==> src/rtl/mis_pkg.sv <==
`timescale 1ns/1ps
package mis_pkg;
    typedef enum logic [1:0] {
        ST_EMPTY = 2'd0,
        ST_RUN   = 2'd1,
        ST_OPEN  = 2'd2
    } mis_state_e;
endpackage

==> src/rtl/mis_gap_timer.sv <==
`timescale 1ns/1ps
// Counts idle cycles since the engine finished; saturates above any gap setting.
module mis_gap_timer #(
    parameter int TR_W = 3
) (
    input  logic            clk,
    input  logic            rst_n,
    input  logic            clr,
    input  logic [TR_W-1:0] cfg_tr,
    output logic            gap_met
);
    localparam int CNT_W = TR_W + 1;
    localparam logic [CNT_W-1:0] CNT_MAX = '1;

    logic [CNT_W-1:0] idle_cnt;

    always_ff @(posedge clk) begin
        if (!rst_n || clr) begin
            idle_cnt <= '0;
        end else if (idle_cnt != CNT_MAX) begin
            idle_cnt <= idle_cnt + 1'b1;
        end
    end

    assign gap_met = idle_cnt >= CNT_W'(cfg_tr);
endmodule

==> src/rtl/mis_burst_cap.sv <==
`timescale 1ns/1ps
// Length of the current run of bursts sharing a held chip select.
module mis_burst_cap #(
    parameter int CAP_W = 4
) (
    input  logic             clk,
    input  logic             rst_n,
    input  logic             issue_i,
    input  logic             rel_i,
    input  logic [CAP_W-1:0] cfg_cap,
    output logic             cap_hit
);
    localparam logic [CAP_W-1:0] RUN_MAX = '1;

    logic [CAP_W-1:0] run_cnt;

    always_ff @(posedge clk) begin
        if (!rst_n) begin
            run_cnt <= '0;
        end else if (issue_i) begin
            if (rel_i) begin
                run_cnt <= CAP_W'(1);
            end else if (run_cnt != RUN_MAX) begin
                run_cnt <= run_cnt + 1'b1;
            end
        end
    end

    assign cap_hit = (cfg_cap != '0) && (run_cnt >= cfg_cap);
endmodule

==> src/rtl/mis_issue_gate.sv <==
`timescale 1ns/1ps
// Combinational issue conditions: turnaround need, read space, bus grant.
module mis_issue_gate #(
    parameter int CS_W    = 2,
    parameter int LEN_W   = 4,
    parameter int FREE_W  = 5,
    parameter bit HAS_GNT = 1'b1
) (
    input  logic              have_prev,
    input  logic              prev_write,
    input  logic [CS_W-1:0]   prev_cs,
    input  logic              cmd_write,
    input  logic [CS_W-1:0]   cmd_cs,
    input  logic [LEN_W-1:0]  cmd_len,
    input  logic [FREE_W-1:0] rdq_free,
    input  logic              gnt_gate_en,
    input  logic              bus_gnt,
    output logic              need_turn,
    output logic              cs_change,
    output logic              space_ok,
    output logic              gnt_ok
);
    localparam int CMP_W = (LEN_W > FREE_W) ? LEN_W : FREE_W;

    logic [CMP_W-1:0] len_x;
    logic [CMP_W-1:0] free_x;

    assign len_x     = CMP_W'(cmd_len);
    assign free_x    = CMP_W'(rdq_free);
    assign space_ok  = free_x >= len_x;
    assign cs_change = have_prev && (prev_cs != cmd_cs);
    assign need_turn = have_prev &&
                       ((prev_write != cmd_write) || (!cmd_write && (prev_cs != cmd_cs)));

    generate
        if (HAS_GNT) begin : g_gnt
            assign gnt_ok = !gnt_gate_en || bus_gnt;
        end else begin : g_no_gnt
            logic unused_gnt;
            assign unused_gnt = gnt_gate_en ^ bus_gnt;
            assign gnt_ok     = 1'b1;
        end
    endgenerate
endmodule

==> src/rtl/mem_issue_sched.sv <==
`timescale 1ns/1ps
module mem_issue_sched #(
    parameter int CS_W    = 2,
    parameter int LEN_W   = 4,
    parameter int FREE_W  = 5,
    parameter int TR_W    = 3,
    parameter int CAP_W   = 4,
    parameter bit HAS_GNT = 1'b1
) (
    input  logic              clk,
    input  logic              rst_n,
    input  logic              cmd_valid,
    output logic              cmd_ready,
    input  logic              cmd_write,
    input  logic [CS_W-1:0]   cmd_cs,
    input  logic [LEN_W-1:0]  cmd_len,
    input  logic [FREE_W-1:0] rdq_free,
    input  logic              eng_busy,
    input  logic              gnt_gate_en,
    input  logic              bus_gnt,
    input  logic [TR_W-1:0]   cfg_tr,
    input  logic [CAP_W-1:0]  cfg_cap,
    output logic              issue,
    output logic              issue_cs_release
);
    import mis_pkg::*;

    mis_state_e      state, state_nxt;
    logic            prev_write;
    logic [CS_W-1:0] prev_cs;
    logic            have_prev;
    logic            need_turn, cs_change, space_ok, gnt_ok;
    logic            gap_met, cap_hit;
    logic            slot_open;

    assign have_prev = (state != ST_EMPTY);

    mis_issue_gate #(
        .CS_W(CS_W), .LEN_W(LEN_W), .FREE_W(FREE_W), .HAS_GNT(HAS_GNT)
    ) u_gate (
        .have_prev   (have_prev),
        .prev_write  (prev_write),
        .prev_cs     (prev_cs),
        .cmd_write   (cmd_write),
        .cmd_cs      (cmd_cs),
        .cmd_len     (cmd_len),
        .rdq_free    (rdq_free),
        .gnt_gate_en (gnt_gate_en),
        .bus_gnt     (bus_gnt),
        .need_turn   (need_turn),
        .cs_change   (cs_change),
        .space_ok    (space_ok),
        .gnt_ok      (gnt_ok)
    );

    mis_gap_timer #(.TR_W(TR_W)) u_gap (
        .clk     (clk),
        .rst_n   (rst_n),
        .clr     (state != ST_OPEN),
        .cfg_tr  (cfg_tr),
        .gap_met (gap_met)
    );

    mis_burst_cap #(.CAP_W(CAP_W)) u_cap (
        .clk     (clk),
        .rst_n   (rst_n),
        .issue_i (issue),
        .rel_i   (issue_cs_release),
        .cfg_cap (cfg_cap),
        .cap_hit (cap_hit)
    );

    // State register
    always_ff @(posedge clk) begin
        if (!rst_n) begin
            state <= ST_EMPTY;
        end else begin
            state <= state_nxt;
        end
    end

    // Access history
    always_ff @(posedge clk) begin
        if (!rst_n) begin
            prev_write <= 1'b0;
            prev_cs    <= '0;
        end else if (issue) begin
            prev_write <= cmd_write;
            prev_cs    <= cmd_cs;
        end
    end

    // Next state
    always_comb begin
        state_nxt = state;
        unique case (state)
            ST_EMPTY: if (issue)     state_nxt = ST_RUN;
            ST_RUN:   if (!eng_busy) state_nxt = ST_OPEN;
            ST_OPEN:  if (issue)     state_nxt = ST_RUN;
            default:                 state_nxt = ST_EMPTY;
        endcase
    end

    // Outputs
    always_comb begin
        slot_open = 1'b0;
        unique case (state)
            ST_EMPTY: slot_open = 1'b1;
            ST_OPEN:  slot_open = !need_turn || gap_met;
            ST_RUN:   slot_open = 1'b0;
            default:  slot_open = 1'b0;
        endcase
        cmd_ready        = slot_open && !eng_busy && gnt_ok && (cmd_write || space_ok);
        issue            = cmd_valid && cmd_ready;
        issue_cs_release = !have_prev || need_turn || cs_change || cap_hit;
    end
endmodule

==> config.mk <==
export PLATFORM = sky130hd
export DESIGN_NAME = mem_issue_sched
export DESIGN_NICKNAME = d
export VERILOG_FILES = /design/src/rtl/mis_pkg.sv /design/src/rtl/mis_gap_timer.sv /design/src/rtl/mis_burst_cap.sv /design/src/rtl/mis_issue_gate.sv /design/src/rtl/mem_issue_sched.sv
export SDC_FILE = /design/constraint.sdc
export NUM_CORES = 1
export LEC_CHECK = 0
export BUFFER_PORTS_ARGS = -buffer_cell sky130_fd_sc_hd__buf_2
export CAP_MARGIN = 20
export CORE_ASPECT_RATIO = 1.5
export CORE_UTILIZATION = 40
export CTS_BUF_LIST = sky130_fd_sc_hd__clkbuf_4 sky130_fd_sc_hd__clkbuf_8
export DETAILED_ROUTE_END_ITERATION = 16
export GPL_TIMING_DRIVEN = 0
export PLACE_DENSITY = 0.76
export SLEW_MARGIN = 30
export SYNTH_ARGS = -nofsm -noshare
export SYNTH_HDL_FRONTEND = slang
export SYNTH_SLANG_ARGS = --single-unit
==> constraint.sdc <==
create_clock -name clk -period 2.4 [get_ports clk]
set_clock_uncertainty 0.1 [all_clocks]
set_input_delay 0.6 -clock clk [delete_from_list [all_inputs] [get_ports clk]]
set_output_delay 0.6 -clock clk [all_outputs]
set_load 0.005 [all_outputs]
==> metrics.md <==
| Metric | Value |
|---|---|
| GRT Overall Usage | `approximately a fifth` |
| DIE WIDTH | `42.74 um` |
| Largest net degree at the start of global routing | `9` |
| Vias in the first global route | `around 1100` |
| Post-synthesis cell type with the largest combined area | `dfxtp_1` |
| H-tree lvl count | `1` |
| Clock Power Share | `29.1%` |
| Initial Util | `approximately 44%` |
| RD Place Congestion | `about 0.80` |
| Congestion Overflow GR | `0` |
| Syn Area/Cell | `around 8.4 sq um` |
| Clock latency on the worst-skew pair | `about 280 ps` |
| Clk buf depth | `2` |
| Vias | `1071` |
| Synth Area in Simple Gates | `21.23%` |
| Min Tclk post-route | `approximately 2500 ps` |
| Port Buf Inserts | `27` |
| Die height | `about 63 um` |
| Sw Ratio | `between 20% and 30%` |
| Max frequency | `a little over 400 MHz` |
| DP HPWL | `between 1500 and 2000 um` |
| Comb pwr share | `27.7%` |
| Post-Synth Adder-Cell Area | `16.33%` |
| Netlist cell types | `34` |
| Synth Area in Compound Gates | `between 20% and 30%` |
| Final core occ | `between 60% and 70%` |
| Sequential power share | `around 43%` |
| Post-route ant nets | `0` |
| Clock Pin Slew Worst Setup and Hold Paths | `~90 ps` |
| Top cells by area, synth | `dfxtp_1 (26%), ha_1 (16%), inv_1 (6.0%), o21ai_0 (4.0%), nand3_1 (3.5%)` |
| Ys flop type | `dfxtp_1` |
| CP Class | `primary input to output pin` |
| DR pass1 iterations | `4` |
| Status | `finished, violations left` |
| Failing checks | `negative setup slack` |
| CP Max Fanout | `3` |
| Leakage | `~0.61 nW` |
| Worst EP arrival | `~1800 ps` |
| Synth async-reset ratio | `0%` |
| Avg Vias per Cell | `5.852` |
| Number of synthesized flops with an enable pin | `0` |
| Synth Area in XOR/XNOR | `around 3.5%` |
| Fin. Hold Viols | `0` |
| CTS Buf Count | `3` |
| Register area share after synthesis | `roughly a quarter` |
| Worst endpoint required time | `1700 ps` |
| CP endpoint kind | `output pin` |
| Routed wire length per instance | `between 10 and 15 um` |
| Worst setup margin | `-56.11 ps` |
| Max_cap viols | `0` |
| Layout net count | `around 200` |
| WL final | `approximately 2600 um` |
| Placeable Area | `between 2000 and 2500 sq um` |
| Startpoint Class | `primary input` |
| DIE AREA | `2698 sq um` |
| Area grow syn2layout | `40.58%` |
| Post-Place Worst Slack | `-341.9 ps` |
| TritonCTS clock tree | `yes` |
| Commonest cells in the netlist | `inv_1 (16), dfxtp_1 (13), ha_1 (13)` |
| Slew margin rel. | `68.25%` |
| Net Switching | `about 0.15 mW` |
| Row count | `21` |
| Mapped cell area | `996.0 sq um` |
| Cells after Synth | `between 100 and 150` |
| Cell Int Power | `about 0.37 mW` |
| Endpoints failing setup | `2` |
| First-pass GRT wire length | `roughly 4400 um` |
| Synthesized Nets | `around 160` |
| YS warnings | `0` |
| Share of cells above drive strength 1 | `~43%` |
| #FFs+latches synth | `13` |
| Most frequent cell after synthesis | `inv_1` |
| CTS Sinks | `13` |
| Initial DRC Count | `30` |
| Initial antenna violation count | `0` |
| I/O pins | `28` |
| Slew Limit Fails | `0` |
| RSZ-0062 raised after global routing | `yes` |
| Fin crit share | `102.3%` |
| Pwr/cell area | `between 300 and 400 nW/um^2` |
| Root buffer selected by CTS | `clkbuf_4` |
| DRC Markers | `0` |
| VDD IR max | `395.6 uV` |
| Largest family of logic cells by synthesized area | `compound AO/OA/AOI/OAI gates` |
| Antenna Diode Count | `0` |
| Slew @ Worst Pin | `roughly 470 ps` |
| Post-synth top area share | `26.13%` |
| Multiplexer share of the synthesized area | `a little over 1%` |
| Setup TNS | `-87.29 ps` |
| HP Class | `flip-flop to flip-flop` |
routing by layer:
| layer | vias up | GRT usage, % | part of all wire, % |
|---|---|---|---|
| li1 | 515 | - | - |
| met1 | 509 | 18.62 | 37 |
| met2 | 35 | 40.34 | 56 |
| met3 | 12 | 3.725 | 4.6 |
| met4 | 0 | 8.984 | 3.1 |
| met5 | - | 0 | 0 |
final timing paths:
path	startpoint	end	slack [ps]	cells after the start
worst min register to register	prev_cs[0]$_SDFFE_PN0P_	prev_cs[0]$_SDFFE_PN0P_	400	2
worst max-delay path	rdq_free[0]	cmd_ready	-60	8
worst min-delay path	prev_cs[0]$_SDFFE_PN0P_	prev_cs[0]$_SDFFE_PN0P_	400	2
worst max register to register	u_gap.idle_cnt[0]$_SDFFE_PP0P_	u_cap.run_cnt[0]$_SDFFE_PN0P_	430	8
sequential cells by signal (all words and copies together) (netlist names):
name,flops
state,2
u_gap.idle_cnt,4
prev_cs,2
u_cap.run_cnt,4
prev_write,1
metrics by stage:
stage	hold slack [ps]	cell area (sq um)	power [mW]	std cells
floorplan	366.2	996.0	0.2903	119
global placement	372.8	1160	0.3264	169
detailed placement	381.6	1160	0.3330	169
CTS	396.3	1294	0.4983	179
global route	413.5	1400	0.5485	183
finish	397.5	1400	0.5233	183
cell usage in the layout, fill, tap and decap left out, drive strengths merged, types with 3 or more instances in the layout:
cell type	instances
nor3b	3
buf	37
o21ai	9
a211oi	5
xnor2	4
nor2	9
ha	13
a21oi	7
nand3	7
clkbuf	4
inv	16
dfxtp	13
nor3	4
nand2	9
critical path, cell delays in order:
cell and delay (ps):
buf_6 100, inv_4 40, ha_4 180, nand2b_4 140, a211oi_4 300, o21ai_4 120, o311a_4 150, buf_6 120
power groups by stage:
stage	combinational, mW	sequential (mW)	clock [mW]
finish	0.145	0.226	0.152
CTS	0.119	0.227	0.153
floorplan	0.0601	0.230	0
detailed placement	0.101	0.232	0
global route	0.158	0.227	0.163
global placement	0.0949	0.231	0
what timing repair did:
action / in CTS / in global routing
setup buffers: 6 / 4
setup endpoints to repair: 3 / 3
hold buffers: 0 / 0
pin swaps: 8 / 9
endpoints found under the hold margin: 0 / 0
resized for setup: 14 / 18
cells by family (layout without fill, tap and decap cells):
group,after synthesis,in the layout
AOI/OAI and AO/OA,31,31
xor gates and xnor gates,4,4
adders and majority gates,13,13
buffers and inverters,16,57
DFF,13,13
muxes,1,1
and+or+nand+nor,41,41
final cells by class:
cell class	instances	area, sq um
inverter	16	62.56
fill	193	885.9
tap	23	28.78
timing repair buffer	37	232.7
sequential	13	267.8
multi-input combinational	90	778.2
clock buffer	4	30.03
Note: power is estimated with default switching activity, not from simulation.
